[src/rtl/lsu_pkg.sv]
package lsu_pkg;

    typedef enum logic [1:0] {
        SZ_BYTE  = 2'd0,
        SZ_HALF  = 2'd1,
        SZ_WORD  = 2'd2,
        SZ_DWORD = 2'd3
    } acc_size_e;

    // number of bytes moved by an access of the given size
    function automatic logic [3:0] size_bytes(acc_size_e s);
        return 4'd1 << s;
    endfunction

endpackage

[src/rtl/lsu_addr_gen.sv]
module lsu_addr_gen
    import lsu_pkg::*;
#(
    parameter int ADDR_W = 64,
    parameter int DISP_W = 16,
    parameter int OFS_W  = 3
) (
    input  logic [ADDR_W-1:0] base_i,
    input  logic [DISP_W-1:0] disp_i,
    input  acc_size_e         size_i,
    output logic [ADDR_W-1:0] addr_o,
    output logic [OFS_W-1:0]  ofs_o,
    output logic              misalign_o
);
    logic [ADDR_W-1:0] disp_ext;
    logic [OFS_W-1:0]  low_mask;

    always_comb begin
        disp_ext   = {{(ADDR_W-DISP_W){disp_i[DISP_W-1]}}, disp_i};
        addr_o     = base_i + disp_ext;
        ofs_o      = addr_o[OFS_W-1:0];
        low_mask   = (OFS_W'(1) << size_i) - OFS_W'(1);
        misalign_o = |(ofs_o & low_mask);
    end
endmodule

[src/rtl/lsu_store_lane.sv]
module lsu_store_lane #(
    parameter int LANES = 8,
    parameter int OFS_W = 3
) (
    input  logic [OFS_W-1:0]   shift_i,
    input  logic [OFS_W:0]     nbytes_i,
    input  logic [LANES*8-1:0] wdata_i,
    output logic [LANES-1:0]   be_o,
    output logic [LANES*8-1:0] data_o
);
    logic [LANES*8-1:0] moved;
    logic [OFS_W+1:0]   lane_end;

    always_comb begin
        moved    = wdata_i << ({3'd0, shift_i} * 8);
        lane_end = {1'b0, nbytes_i} + (OFS_W+2)'(shift_i);
    end

    for (genvar i = 0; i < LANES; i++) begin : g_lane
        always_comb begin
            be_o[i] = ((OFS_W+2)'(i) >= (OFS_W+2)'(shift_i)) &&
                      ((OFS_W+2)'(i) <  lane_end);
            data_o[i*8 +: 8] = be_o[i] ? moved[i*8 +: 8] : 8'h00;
        end
    end
endmodule

[src/rtl/lsu_load_extract.sv]
module lsu_load_extract
    import lsu_pkg::*;
#(
    parameter int DATA_W = 64,
    parameter int OFS_W  = 3
) (
    input  logic [DATA_W-1:0] rdata_i,
    input  logic [OFS_W-1:0]  shift_i,
    input  acc_size_e         size_i,
    input  logic              unsigned_i,
    output logic [DATA_W-1:0] value_o
);
    logic [DATA_W-1:0] low;
    logic              sbit;

    always_comb begin
        low = rdata_i >> ({3'd0, shift_i} * 8);
        unique case (size_i)
            SZ_BYTE: begin
                sbit    = low[7] & ~unsigned_i;
                value_o = {{(DATA_W-8){sbit}}, low[7:0]};
            end
            SZ_HALF: begin
                sbit    = low[15] & ~unsigned_i;
                value_o = {{(DATA_W-16){sbit}}, low[15:0]};
            end
            SZ_WORD: begin
                sbit    = low[31] & ~unsigned_i;
                value_o = {{(DATA_W-32){sbit}}, low[31:0]};
            end
            default: begin
                sbit    = 1'b0;
                value_o = low;
            end
        endcase
    end
endmodule

[src/rtl/lsu_align_unit.sv]
module lsu_align_unit
    import lsu_pkg::*;
#(
    parameter int ADDR_W = 64,
    parameter int DATA_W = 64,
    parameter int DISP_W = 16
) (
    input  logic              clk,
    input  logic              rst,
    input  logic              req_valid,
    input  logic              req_store,
    input  logic [1:0]        req_size,
    input  logic              req_unsigned,
    input  logic              big_endian,
    input  logic [ADDR_W-1:0] req_base,
    input  logic [DISP_W-1:0] req_disp,
    input  logic [DATA_W-1:0] req_wdata,
    input  logic [DATA_W-1:0] req_rdata,
    output logic              rsp_valid,
    output logic [ADDR_W-1:0] rsp_addr,
    output logic              rsp_fault,
    output logic [DATA_W/8-1:0] rsp_be,
    output logic [DATA_W-1:0] rsp_wdata,
    output logic [DATA_W-1:0] load_data
);
    localparam int LANES = DATA_W / 8;
    localparam int OFS_W = $clog2(LANES);

    acc_size_e         size_c;
    logic [ADDR_W-1:0] addr_c;
    logic [OFS_W-1:0]  ofs_c;
    logic              mis_c;
    logic [OFS_W:0]    nbytes_c;
    logic [OFS_W-1:0]  shift_c;
    logic [LANES-1:0]  be_c;
    logic [DATA_W-1:0] wlane_c;
    logic [DATA_W-1:0] lval_c;
    logic              r_store;
    acc_size_e         r_size;

    always_comb begin
        size_c   = acc_size_e'(req_size);
        nbytes_c = (OFS_W+1)'(size_bytes(size_c));
        // big-endian: address offset o sits on lane LANES-1-o
        shift_c  = big_endian ? OFS_W'(LANES - int'(ofs_c) - int'(nbytes_c))
                              : ofs_c;
    end

    lsu_addr_gen #(.ADDR_W(ADDR_W), .DISP_W(DISP_W), .OFS_W(OFS_W)) u_agen (
        .base_i(req_base), .disp_i(req_disp), .size_i(size_c),
        .addr_o(addr_c), .ofs_o(ofs_c), .misalign_o(mis_c)
    );

    lsu_store_lane #(.LANES(LANES), .OFS_W(OFS_W)) u_st (
        .shift_i(shift_c), .nbytes_i(nbytes_c), .wdata_i(req_wdata),
        .be_o(be_c), .data_o(wlane_c)
    );

    lsu_load_extract #(.DATA_W(DATA_W), .OFS_W(OFS_W)) u_ld (
        .rdata_i(req_rdata), .shift_i(shift_c), .size_i(size_c),
        .unsigned_i(req_unsigned), .value_o(lval_c)
    );

    always_ff @(posedge clk) begin
        if (rst) begin
            rsp_valid <= 1'b0;
            rsp_addr  <= '0;
            rsp_fault <= 1'b0;
            rsp_be    <= '0;
            rsp_wdata <= '0;
            load_data <= '0;
            r_store   <= 1'b0;
            r_size    <= SZ_BYTE;
        end else begin
            rsp_valid <= req_valid;
            r_store   <= req_store;
            r_size    <= size_c;
            rsp_addr  <= req_valid ? addr_c : rsp_addr;
            rsp_fault <= req_valid & mis_c;
            rsp_be    <= (req_valid && req_store && !mis_c) ? be_c : '0;
            rsp_wdata <= (req_valid && req_store && !mis_c) ? wlane_c : '0;
            if (req_valid && !req_store && !mis_c)
                load_data <= lval_c;
        end
    end


    resp_follows_req_chk: assert property (@(posedge clk) disable iff (rst)
        req_valid |=> rsp_valid);

    no_spurious_resp_chk: assert property (@(posedge clk) disable iff (rst)
        !req_valid |=> !rsp_valid);

    fault_no_write_chk: assert property (@(posedge clk) disable iff (rst)
        rsp_fault |-> (rsp_be == '0 && rsp_wdata == '0));

    fault_keeps_load_chk: assert property (@(posedge clk) disable iff (rst)
        rsp_fault |-> $stable(load_data));

    fault_only_on_resp_chk: assert property (@(posedge clk) disable iff (rst)
        rsp_fault |-> rsp_valid);

    store_mask_width_chk: assert property (@(posedge clk) disable iff (rst)
        (rsp_valid && r_store && !rsp_fault) |->
            ($countones(rsp_be) == int'(size_bytes(r_size))));

    load_no_mask_chk: assert property (@(posedge clk) disable iff (rst)
        (!rsp_valid || !r_store) |-> (rsp_be == '0));
endmodule

[config.mk]
export PLATFORM = sky130hd
export DESIGN_NAME = lsu_align_unit
export DESIGN_NICKNAME = d
export VERILOG_FILES = /design/src/rtl/lsu_pkg.sv /design/src/rtl/lsu_addr_gen.sv /design/src/rtl/lsu_store_lane.sv /design/src/rtl/lsu_load_extract.sv /design/src/rtl/lsu_align_unit.sv
export SDC_FILE = /design/constraint.sdc
export NUM_CORES = 1
export LEC_CHECK = 0
export BUFFER_PORTS_ARGS = -buffer_cell sky130_fd_sc_hd__buf_2
export CAP_MARGIN = 30
export CELL_PAD_IN_SITES_DETAIL_PLACEMENT = 0
export CELL_PAD_IN_SITES_GLOBAL_PLACEMENT = 1
export CORE_UTILIZATION = 41
export CTS_BUF_LIST = sky130_fd_sc_hd__clkbuf_4
export CTS_CLUSTER_DIAMETER = 80
export DETAILED_ROUTE_END_ITERATION = 8
export PLACE_DENSITY_LB_ADDON = 0.1
export SYNTH_ARGS = -nofsm -noshare
export SYNTH_HDL_FRONTEND = slang
export SYNTH_SLANG_ARGS = --single-unit
export TNS_END_PERCENT = 20
[constraint.sdc]
create_clock -name clk -period 15.6 [get_ports clk]
set_clock_uncertainty 0.2 [all_clocks]
set_input_delay 0.78 -clock clk [delete_from_list [all_inputs] [get_ports clk]]
set_output_delay 0.78 -clock clk [all_outputs]
set_load 0.02 [all_outputs]
* After elaboration in Yosys (flattened, before gate mapping)
Index checks and enable logic that the tools add are counted.
** Storage, ports and cells
- Register bits :: 202
- Word-level logic and storage cells :: 80
** Operators by class
- Magnitude comparators :: 15
- Add/sub/neg operators :: 5
- Reduce and logical (&&, ||, !) cells :: 24
- Equality and inequality tests :: 2
- Multiplexer cells :: 2
- Shift-type cells :: 4
- Bitwise gates (word level) :: 15
** Operators with widths (count)
- case mux 64 bit (3 select lines) :: 1
- adder 64 bit :: 1
- left shift 64 x 6 -> 64 bit :: 1
- >> shifter 64 x 6 -> 64 bit :: 1
- OR reduction 3 bit :: 9
- < comparator 3 x 5 -> 1 bit (first input constant) :: 4
- logical AND 1 bit :: 11
- < comparator 1 x 5 -> 1 bit (first input constant) :: 2
- < comparator 2 x 5 -> 1 bit (first input constant) :: 2
- NOT 1 bit :: 10
- greater-or-equal comparator 3 bit (first input constant) :: 3
- greater-or-equal comparator 1 x 3 -> 1 bit (first input constant) :: 2
- greater-or-equal comparator 2 x 3 -> 1 bit (first input constant) :: 2
- adder 4 x 3 -> 5 bit :: 1
- AND 1 bit :: 4
- left shift 1 x 2 -> 4 bit (first input constant) :: 1
- AND 3 bit :: 1
- 2-to-1 mux 3 bit :: 1
- left shift 1 x 2 -> 3 bit (first input constant) :: 1
- subtractor 1 x 3 -> 3 bit (first input constant) :: 1
- subtractor 3 x 2 -> 3 bit (second input constant) :: 1
- subtractor 3 bit :: 1
- == test 2 x 1 -> 1 bit (second input constant) :: 1
- == test 2 bit (second input constant) :: 1
- 3 further kinds :: 4

* Logic depth before layout (Yosys ltp)
Gate-level depths: netlist (run 1).
- Depth after elaboration :: 9
- Mapped depth :: 25
- Gate-level depth less buffers :: 19

* Modules after synthesis
A second synthesis (run 1) with hierarchy kept.
** Unflattened totals
- Cell total of the unflattened synthesis :: 1806
- Area total of the unflattened synthesis :: 14928.1 µm²
** Modules (own cells, without submodules)
- lsu_align_unit :: instances 1, cells an instance 660, area each 6628.9 µm², sequential area each 4043.9 µm²
- lsu_addr_gen :: instances 1, cells an instance 583, area each 3961.3 µm², sequential area each 0.0 µm²
- lsu_load_extract :: instances 1, cells an instance 264, area each 2299.7 µm², sequential area each 0.0 µm²
- lsu_store_lane :: instances 1, cells an instance 299, area each 2038.2 µm², sequential area each 0.0 µm²

* Worst setup path after synthesis (run 1)
OpenSTA, ideal clock, no wires.
- Kind :: input to register
- Start point :: in req_base[0]
- End point :: reg rsp_wdata[48]
- Slack :: 10098 ps
- Arrival time :: 5168 ps
- Stages on the path :: 21
- Cells stage by stage :: ha_1 -> fa_1 -> ha_1 -> inv_1 -> ha_1 -> mux2_1 -> buf_6 -> inv_4 -> buf_2 -> buf_2 -> buf_4 -> clkbuf_1 -> fa_1 -> nand3_1 -> o31a_1 -> or2_2 -> clkbuf_1 -> o21ai_1 -> a31oi_1 -> o21ai_1 -> nor2_1
** On the way
- Word-level cells in the longest chain between the ends :: 9
- Elaborated cells on any way between the ends :: 16
- Classes of those cells :: add/sub: 4; order compare: 2; shift: 1; mux: 1; bitwise: 3; reduce/logical: 5
** Ends and longest elaborated chain
- start, declared :: RTL line lsu_align_unit.sv:15 : input logic [ADDR_W-1:0] req_base,
- adder 64 bit * :: RTL line lsu_addr_gen.sv:20 : addr_o = base_i + disp_ext;
- via addr_c[1] :: RTL line lsu_align_unit.sv:30 : logic [ADDR_W-1:0] addr_c;
- subtractor 1 x 3 -> 3 bit :: RTL line lsu_align_unit.sv:45 : shift_c = big_endian ? OFS_W'(LANES - int'(ofs_c) - int'(nbytes_c))
- subtractor 3 bit :: RTL line lsu_align_unit.sv:45
- 2-to-1 mux 3 bit :: RTL line lsu_align_unit.sv:45
- adder 4 x 3 -> 5 bit :: RTL line lsu_store_lane.sv:16 : lane_end = {1'b0, nbytes_i} + (OFS_W+2)'(shift_i);
- < comparator 3 x 5 -> 1 bit :: RTL line lsu_store_lane.sv:22 : ((OFS_W+2)'(i) < lane_end);
- logical AND 1 bit :: RTL line lsu_store_lane.sv:21 : be_o[i] = ((OFS_W+2)'(i) >= (OFS_W+2)'(shift_i)) &&
- NOT 1 bit (no source line)
- OR reduction 3 bit (no source line)
- end signal, assigned :: RTL line lsu_align_unit.sv:81 : rsp_wdata <= (req_valid && req_store && !mis_c) ? wlane_c : '0;
- end, declared :: RTL line lsu_align_unit.sv:23 : output logic [DATA_W-1:0] rsp_wdata,
The timed path passes the listed nets; every way through them passes the cells marked *.
A chain may end at the register's enable or synchronous reset.

* Final worst setup path (run 1)
- Start point :: in req_base[0]
- End point :: reg rsp_wdata[51]
Same word-level chain as after synthesis.

==> results of run 1 <==
## area by class of cell
class                           count  area (sq um)  share of cell area
Multi-Input combinational cell   1461          9131              0.5443
Sequential cell                   202          4044              0.2411
Timing Repair Buffer              435          2225              0.1326
Clock buffer                       78         585.6             0.03490
Tap cell                          442         553.0             0.03297
Inverter                           33         126.4            0.007533
Clock inverter                     19         106.4            0.006339
Antenna cell                        2         5.005           0.0002983
## stage by stage
stage               instance area, sq um    util
floorplan                          13830       -
finish                             16780  0.5104
detailed placement                 16080  0.4892
CTS                                16770  0.5103
global placement                   16070  0.4890
global route                       16770  0.5104
## worst paths after layout
| check | from | to | slack (ns) | cells after the start |
|---|---|---|---|---|
| hold / removal | req_wdata[7] | rsp_wdata[7]$_SDFF_PP0_ | 0.10 | 2 |
| hold reg to reg | rsp_addr[54]$_SDFFE_PP0P_ | rsp_addr[54]$_SDFFE_PP0P_ | 0.25 | 2 |
| setup reg to reg | rsp_addr[56]$_SDFFE_PP0P_ | rsp_addr[56]$_SDFFE_PP0P_ | 14.44 | 2 |
| setup / recovery | req_base[0] | rsp_wdata[51]$_SDFF_PP0_ | 10.29 | 20 |
## power by group
part           internal (uW)  total [uW]  switching, uW
logic                    267         762            495
registers                551         571           19.4
clock network            246         480            234
## cell usage after synthesis, drive strengths merged (9+ instances only)
library cell	n	area, sq um
a211oi	31	237.7
a21o	15	112.6
a21oi	171	900.9
a311o	9	90.09
a311oi	41	553.0
a31o	16	140.1
a31oi	32	200.2
and2	18	112.6
and3	54	337.8
buf	46	231.5
clkbuf	89	334.1
dfxtp	202	4044
ha	70	875.8
inv	32	122.6
mux2i	82	820.8
nand2	320	1204
nand3	67	335.3
nand4	22	137.6
nor2	199	749.5
nor2b	9	63.81
nor3	55	325.3
o21a	10	76.32
o21ai	74	370.4
o21bai	13	101.4
or3	10	62.56
xnor2	37	342.8
xor2	24	210.2
## layer usage
| layer | up-vias | GRT usage | part of all wire |
|---|---|---|---|
| met2 | 609 | 0.4693 | 0.46 |
| met1 | 6907 | 0.3757 | 0.44 |
| met3 | 98 | 0.04931 | 0.065 |
| met4 | 4 | 0.1308 | 0.034 |
| met5 | - | 0 | 0.00066 |
| li1 | 7298 | - | - |
## sequential cells by signal, indices dropped and copies added (netlist names)
signal / count
load_data: 64
rsp_addr: 64
rsp_be: 8
rsp_fault: 1
rsp_valid: 1
rsp_wdata: 64
## logic make-up (layout without fill, tap and decap cells)
family | after synthesis | after routing | share of synthesized area
fa+ha+maj | 72 | 72 | 0.06620
xor+xnor | 61 | 61 | 0.03997
other cells | 0 | 2 | 0
mux | 85 | 85 | 0.06177
flops | 202 | 202 | 0.2923
simple gates | 773 | 773 | 0.2512
compound gates | 470 | 470 | 0.2386
buf+inv | 168 | 565 | 0.05001
==> reports/summary.txt, run 1 <==
vias - 14920
worst skew pair latency - 0.75 ns
final worst slack - 10.29 ns
antenna violations before repair - 3
mapped cell area - 13830 sq um
area grow syn2layout - 21.26%
fin. max-slew vios - 0
Post-CTS Setup Inserts - 0
Post-synth EDFFs - 0
Most common cell on crit path - ha_1
CP arrival - 5.70 ns
commonest cells after routing, fill and taps aside - buf_2, nand2_1, dfxtp_1, nor2_1, a21oi_1
die height - 185.7 microns
CP top delay family - adder cells
CTS buffer count - 57
Worst-path clk slew - 0.06 ns
Avg Inst Size Synth - 7.556 sq um
CP bufs+invs - 5
# DRC - 0
Tot Pwr - 1812 uW
CP max stage delay - 0.68 ns
maximum vdd drop - 0.05184 mV
Total Routed Length - 51.47 mm
total track usage - 0.2900
Tmin final - 5.307 ns
largest net degree at the start of global routing - 91
cell row count - 66
Fin. Hold Viols - 0
share of post-route cells with drive strength above 1 - 0.2747
Buffers on Ports - 417
crit path max fanout - 68
Least-Margin Pin Slew - 0.9984 ns
CTS Hold Bufs - 0
Synth Flop Type - dfxtp_1
Pre-Repair DR Iteration Count - 6
final hold slack - 0.1042 ns
CP Capture Type - flip-flop
Die Area - 34480 sq um
Synth cell types - 80
RSZ-0062 raised after global routing - no
GPL Wtd Cong - 0.8910
CTS resizes - 0
ys async rst share - 0
crit-path cells - buf_2, ha_1, fa_1, ha_1, inv_1, ha_1, xnor2_1, xnor2_1, nand2b_4, xnor2_4, buf_4, inv_2, ha_1, inv_1, o31a_1, or2_2, o21ai_1, a31oi_1, o21ai_1, nor2_1
Inst Count DP - 2573
Final setup viols - 0
Max Cap Viol - 0
Fin Setup TNS - 0 ns
WS Path Type - primary input to flip-flop
status - complete, no violations
Post-DRT Antenna Nets - 0
remaining global-route overflow - 0
clk root buf - clkbuf_4
die width - 185.7 microns
Seq/Total Area, Yosys - 0.2923
htree depth - 2
Hold Path Class - primary input to flip-flop
critical path's slowest cell - o21ai_1
Detailed Route Iter0 Violations - 1259
global-route wire length before repair - 77.50 mm
Place WS - 9.518 ns
nets@finish - 2478
Slew HR - 0.3344
fin crit share - 0.3402
post-route non-filler standard cell count - 2672
Longest Clk Path Bufs - 3
post-DP HPWL - 39.01 mm
fmax - 188.4 MHz
CTS tree - built
clk sink count - 202
Startpoint Class - primary input
vias per inst - 5.582
Core Area - 32870 sq um
syn nets - 2119
P per Cell Area - 108.0 nW/um^2
boundary pin count - 418
vias in the first global route - 13960
Yosys warnings - 0
leak pwr - 0.007868 uW
worst path required time - 15.99 ns
Initial Util - 0.4209
Post-Syn Instances - 1831
filler cell count - 3446
number of synthesized register bits - 202
commonest non-fill, non-tap cell in the layout - buf_2
WL/cell - 19.26 microns
Power figures use the tool's default switching activity.
==> run 2: changes to the inputs <==
- ABC_AREA: default -> 1
- CORE_UTILIZATION: 41 -> 33
- clock period: 15.6 -> 4.4 ns (I/O delays scaled with it)
==> run 2 against run 1 <==
Compared with the run above: register-to-register slack worse by 12 ns; count of clock-buffer cells in the layout is 1 higher; synthesized cell count is 62% higher; first-iteration DRC count is 30% higher; via count is 41% higher; worst setup slack worse by 10 ns; power grew to 3.7 times the previous value; critical endpoint is now rsp_wdata[60]$_SDFF_PP0_.
==> reports/summary.txt, run 2 <==
largest net degree at the start of global routing - 105 (+15%)
Tot Pwr - 6778 uW (+270%)
remaining global-route overflow - 0 (unchanged)
Total Routed Length - 75.97 mm (+48%)
Post-DRT Antenna Nets - 0 (unchanged)
commonest non-fill, non-tap cell in the layout - nand2_1
Initial Util - 0.3372 (-0.08372)
Detailed Route Iter0 Violations - 1641 (+30%)
top-count cell post-synth - nand2_1
filler cell count - 5455 (+58%)
Fin. Hold Viols - 0 (unchanged)
Hold Path Class - primary input to flip-flop
nets@finish - 3963 (+60%)
commonest cells after routing, fill and taps aside - nand2_1, inv_1, buf_2, nor2_1, dlygate4sd3_1
number of synthesized register bits - 202 (unchanged)
post-synth top area share - 0.2430 (-0.04933)
vias - 21090 (+41%)
ys async rst share - 0 (unchanged)
Max Cap Viol - 0 (unchanged)
status - complete, no violations
Fin Setup TNS - 0 ns (unchanged)
area grow syn2layout - 39.14%
Yosys top cell by area - dfxtp_1
Core Area - 49360 sq um (+50%)
fin. max-slew vios - 0 (unchanged)
Final setup viols - 0 (unchanged)
Reg2Reg Depth - 4 (+2)
vias in the first global route - 20560 (+47%)
Longest Clk Path Bufs - 3 (unchanged)
Post-synth EDFFs - 0 (unchanged)
WS Path Type - primary input to flip-flop
mapped cell area - 16640 sq um (+20%)
Top Registers - load_data x64, rsp_addr x64, rsp_wdata x64
leak pwr - 0.01330 uW (+69%)
boundary pin count - 418 (unchanged)
CP Capture Type - flip-flop
Pre-Repair DR Iteration Count - 7 (+1)
Seq/Total Area, Yosys - 0.2430 (-0.04933)
post-DP HPWL - 58.37 mm (+50%)
Yosys warnings - 0 (unchanged)
Least-Margin Pin Slew - 0.9364 ns (-0.06196 ns)
Buffers on Ports - 417 (unchanged)
syn nets - 3263 (+54%)
Worst R2R Setup Slack - 2.90 ns (-11.54 ns)
Worst-path clk slew - 0.06 ns (about the same)
Tmin final - 4.169 ns
GPL Wtd Cong - 0.9145 (+2.6%)
crit path from - req_base[0]
global-route wire length before repair - 113.5 mm (+46%)
CP arrival - 4.66 ns (-1.04 ns)
WL/cell - 17.36 microns (-9.9%)
most common library cells after synthesis - nand2_1, inv_1, nor2_1
Synth cell types - 41 (-49%)
fin crit share - 0.9476
Synth Flop Type - dfxtp_1
worst path required time - 4.89 ns (-11.10 ns)
# DRC - 0 (unchanged)
die height - 226.6 microns (+22%)
CTS buffer count - 59 (+3.5%)
RSZ-0062 raised after global routing - no
maximum vdd drop - 0.1463 mV (+180%)
total track usage - 0.2888 (-0.001217)
Post-Syn Instances - 2975 (+62%)
htree depth - 2 (unchanged)
Avg Inst Size Synth - 5.594 sq um (-26%)
worst skew pair latency - 0.83 ns (+0.08 ns)
clk root buf - clkbuf_4
r2r startpoint - load_data[15]$_SDFFE_PP0P_
P per Cell Area - 292.7 nW/um^2 (+170%)
Startpoint Class - primary input
clk sink count - 202 (unchanged)
top post-synthesis cells by area - dfxtp_1, nand2_1, inv_1, o21ai_0, nor2_1
vias per inst - 4.820 (-14%)
share of post-route cells with drive strength above 1 - 0.1488 (-0.1259)
Slew HR - 0.3757 (+0.04130)
Die Area - 51340 sq um (+49%)
antenna violations before repair - 3 (unchanged)
cell row count - 81 (+23%)
crit path to - rsp_wdata[60]$_SDFF_PP0_
Crit Reg-Reg Endpoint - load_data[15]$_SDFFE_PP0P_
CTS tree - built
fmax - 239.8 MHz
crit path max fanout - 56 (-18%)
die width - 226.6 microns (+22%)
-- run 2: cell types whose count changed after synthesis, sizes merged, moves of 29 or more --
| cell | delta |
|---|---|
| a21oi | -46 |
| a311oi | -41 |
| a31oi | -31 |
| and3 | -53 |
| clkbuf | -30 |
| inv | +531 |
| mux2i | -78 |
| nand2 | +596 |
| nand3 | +109 |
| nand4 | +29 |
| nor2 | +128 |
| o21a | +29 |
| o21ai | +181 |
-- run 2: power breakdown --
part / leakage, uW / switching, uW / total [uW] / internal, uW
combinational: 0.0113 / 1900 / 3060 / 1170
sequential: 0.00165 / 67.7 / 2010 / 1940
clock: 0.000395 / 880 / 1700 / 823
total: 0.0133 / 2850 / 6780 / 3930
-- run 2: logic make-up (layout without fill, tap and decap cells) --
| group | after synthesis | count (layout) | synth area share |
|---|---|---|---|
| buffers and inverters | 689 | 1423 | 0.1634 |
| muxes | 4 | 4 | 0.002406 |
| other | 0 | 3 | 0 |
| and+or+nand+nor | 1515 | 1515 | 0.3691 |
| DFF | 202 | 202 | 0.2430 |
| AOI/OAI and AO/OA | 465 | 465 | 0.1519 |
| adders and majority gates | 72 | 72 | 0.05503 |
| xor gates and xnor gates | 28 | 28 | 0.01519 |
-- run 2: how the worst min path moves through the flow --
stage,startpoint,endpoint,slack (ns),cells after the start
floorplan,rst,rsp_valid$_SDFF_PP0_,0.10,1
global placement,rst,rsp_valid$_SDFF_PP0_,0.21,2
detailed placement,rst,rsp_valid$_SDFF_PP0_,0.21,2
CTS,req_rdata[24],load_data[16]$_SDFFE_PP0P_,0.00003,9
global route,req_rdata[30],load_data[14]$_SDFFE_PP0P_,0.1,9
finish,req_rdata[30],load_data[14]$_SDFFE_PP0P_,0.07,9
-- run 2: through the flow --
step / util / instance area (sq um) / hold slack (ns) / instances / worst slack (ns)
after floorplan: - / 16640 / 0.1028 / 2975 / 0.3555
after global placement: 0.3900 / 19250 / 0.2111 / 3959 / 0.4200
after detailed placement: 0.3900 / 19250 / 0.2149 / 3959 / 0.3731
after CTS: 0.4676 / 23080 / 0.00002565 / 4370 / 0.06452
after global routing: 0.4692 / 23160 / 0.09617 / 4376 / 0.01374
final: 0.4692 / 23160 / 0.06629 / 4376 / 0.2307
-- run 2: cell type report --
type	count	area, sq um	area share
diodes	3	7.507	0.0003242
clock buffers	79	593.1	0.02561
clock inverters	16	76.32	0.003296
inverters	565	2123	0.09169
multi-input cells	2084	9907	0.4278
flip-flops and latches	202	4044	0.1746
well taps	664	830.8	0.03588
repair buffers	763	5575	0.2408
-- run 2: per-layer routing --
metal	vias up	global-route usage	routed length, microns
met5	-	0	0
met4	0	0.1247	2936
met3	141	0.03771	3854
met2	698	0.5178	37390
met1	9583	0.3424	31790
li1	10670	-	-
-- run 2: repair_timing --
item,in CTS,in global routing
gates resized for setup,0,13
setup buffers,0,1
setup endpoints to repair,0,27
hold endpoints to repair,197,0
hold buffers,316,0
-- run 2: critical path, stage by stage --
cell	delay, ns
buf_2	0.10
ha_1	0.38
dlygate4sd3_1	0.63
inv_1	0.07
ha_1	0.28
nand2_1	0.12
nand2_8	0.27
buf_8	0.31
a21oi_1	0.10
o21ai_0	0.09
dlygate4sd3_1	0.57
o21ai_0	0.09
dlygate4sd3_1	0.59
o21ai_0	0.16
a21oi_1	0.06
dlygate4sd3_1	0.59
==> run 3: changes to the inputs <==
- CORE_MARGIN: default -> 2
- clock period: 4.4 -> 3.35 ns (I/O delays scaled with it)
==> run 3 against run 2 <==
Compared with the run above: worst hold slack got worse by 0.029 ns; highest routed layer unchanged; register-to-register slack worse by 0.92 ns; non-clock buffer count rose by 38; sequential cell count is the same; worst setup slack worse by 0.17 ns; largest cell class unchanged; die area increased by 1.8%; core utilization up 0.42 points; global-route usage is 0.58 points lower.
==> reports/summary.txt, run 3 (synthesis gave the netlist of run 2 again) <==
Fin. Hold Viols - 0 (unchanged)
Buffers on Ports - 417 (unchanged)
fin. max-slew vios - 0 (unchanged)
multi-input logic area - 10040 sq um (+1.4%)
commonest cells after routing, fill and taps aside - nand2_1, inv_1, buf_2, nor2_1, dlygate4sd3_1
fmax - 304.4 MHz
clk sink count - 202 (unchanged)
boundary pin count - 418 (unchanged)
Initial Util - 0.3331 (-0.004112)
Least-Margin Pin Slew - 0.6574 ns (-0.2791 ns)
WL/cell - 17.20 microns (-0.91%)
Die Area - 52250 sq um (+1.8%)
Hold Path Class - primary input to flip-flop
P per Cell Area - 383.7 nW/um^2 (+31%)
# DRC - 0 (unchanged)
Post-CTS Setup Inserts - 0 (unchanged)
CP Capture Type - flip-flop
vias in the first global route - 20780 (+1.0%)
filler cell count - 5461 (+0.11%)
WS Path Type - primary input to flip-flop
Pre-Repair DR Iteration Count - 5 (-2)
CTS buffer count - 60 (+1.7%)
remaining global-route overflow - 0 (unchanged)
share of post-route cells with drive strength above 1 - 0.1719 (+0.02308)
htree depth - 2 (unchanged)
nets@finish - 4002 (+0.98%)
CTS tree - built
worst path required time - 3.90 ns (-0.99 ns)
largest net degree at the start of global routing - 103 (-1.9%)
commonest non-fill, non-tap cell in the layout - nand2_1
crit path max fanout - 35 (-38%)
Worst-path clk slew - 0.07 ns (about the same)
Final setup viols - 0 (unchanged)
Detailed Route Iter0 Violations - 1321 (-20%)
maximum vdd drop - 0.1963 mV (+34%)
Slew HR - 0.5618 (+0.1860)
antenna violations before repair - 2 (-1)
sequential cell area - 4044 sq um (unchanged)
fin crit share - 0.9808
Longest Clk Path Bufs - 3 (unchanged)
Post-DRT Antenna Nets - 0 (unchanged)
GPL Wtd Cong - 0.9286 (+1.5%)
Core Area - 49970 sq um (+1.2%)
worst skew pair latency - 0.81 ns (-0.02 ns)
CP arrival - 3.84 ns (-0.82 ns)
Startpoint Class - primary input
Tmin final - 3.286 ns
post-DP HPWL - 59.23 mm (+1.5%)
Max Cap Viol - 0 (unchanged)
area grow syn2layout - 42.12%
clk root buf - clkbuf_4
vias - 21040 (-0.25%)
global-route wire length before repair - 116.2 mm (+2.4%)
total track usage - 0.2830 (-0.005781)
die width - 228.6 microns (+0.88%)
die height - 228.6 microns (+0.88%)
cell row count - 82 (+1.2%)
Fin Setup TNS - 0 ns (unchanged)
vias per inst - 4.751 (-1.4%)
design area - 23650 sq um (+2.1%)
status - complete, no violations
leak pwr - 0.01352 uW (+1.7%)
RSZ-0062 raised after global routing - yes
Total Routed Length - 76.18 mm (+0.27%)
placed cell area - 19780 sq um (+2.8%)
Top Registers - load_data x64, rsp_addr x64, rsp_wdata x64
[run 3: changes by cell type in the layout (fill, tap and decap cells not counted), moves of 6 or more]
| cell | delta |
|---|---|
| buf_4 | +49 |
| dlygate4sd3_1 | -17 |
| nor2_1 | -11 |
| nor2_2 | +8 |
| clkinv_2 | +7 |
| buf_12 | +6 |
| nand2_1 | -6 |
| nand2_2 | +6 |
[run 3: repair_timing]
action                                  4_1_cts  5_1_grt
endpoints found under the setup margin        0       65
endpoints found under the hold margin       198        1
gates resized for setup                       0       38
hold buffers                                302        1
[run 3: worst paths after layout]
kind / depth (start not counted) / slack (ns) / endpoint / start
worst max-delay path: 16 / 0.06 / load_data[12]$_SDFFE_PP0P_ / req_size[0]
worst min-delay path: 9 / 0.04 / load_data[15]$_SDFFE_PP0P_ / req_rdata[23]
worst min register to register: 2 / 0.28 / rsp_addr[2]$_SDFFE_PP0P_ / rsp_addr[2]$_SDFFE_PP0P_
worst max register to register: 3 / 1.98 / rsp_addr[9]$_SDFFE_PP0P_ / rsp_addr[9]$_SDFFE_PP0P_
[run 3: per-layer routing]
metal	global-route usage	vias to the layer above	share of wire
met5	0	-	0
met4	0.1111	0	0.038
met3	0.03630	132	0.050
met2	0.5032	629	0.49
met1	0.3451	9549	0.43
li1	-	10730	-
[run 3: layout make-up]
type / count / area share
clock inverter: 21 / 0.004285
antenna: 4 / 0.0004232
clock buffer: 79 / 0.02507
sequential: 202 / 0.1710
multi-input combinational: 2084 / 0.4246
timing repair buffer: 801 / 0.2494
tap: 672 / 0.03555
inverter: 565 / 0.08966
[run 3: per-stage QoR]
step / std cells / hold slack (ns) / setup WS [ns] / util / power (uW)
2_1_floorplan: 2975 / 0.05027 / -0.2951 / - / 4989
3_3_place_gp: 4023 / 0.1584 / -0.3058 / 0.3960 / 6263
6_report: 4428 / 0.03767 / 0.06438 / 0.4734 / 9076
4_1_cts: 4425 / 0.001115 / 0.01327 / 0.4704 / 9077
3_5_place_dp: 4023 / 0.1798 / -0.3819 / 0.3960 / 6260
5_1_grt: 4427 / 0.02616 / -0.02739 / 0.4734 / 9744
[run 3: critical path: stages]
cell and delay, ns:
dlygate4sd3_1 0.57, buf_2 0.16, nor2_2 0.13, clkinv_1 0.10, ha_1 0.21, ha_2 0.28, nand2_1 0.11, o21ai_4 0.09
inv_2 0.08, buf_4 0.34, o211ai_1 0.16, dlygate4sd3_1 0.60, a21oi_1 0.15, dlygate4sd3_1 0.56, o21ai_0 0.07, inv_1 0.05
[run 3: power breakdown]
group | switching [uW] | internal, uW
Combinational | 2510 | 1630
Clock | 1190 | 1100
Sequential | 93.8 | 2550
Total | 3800 | 5280
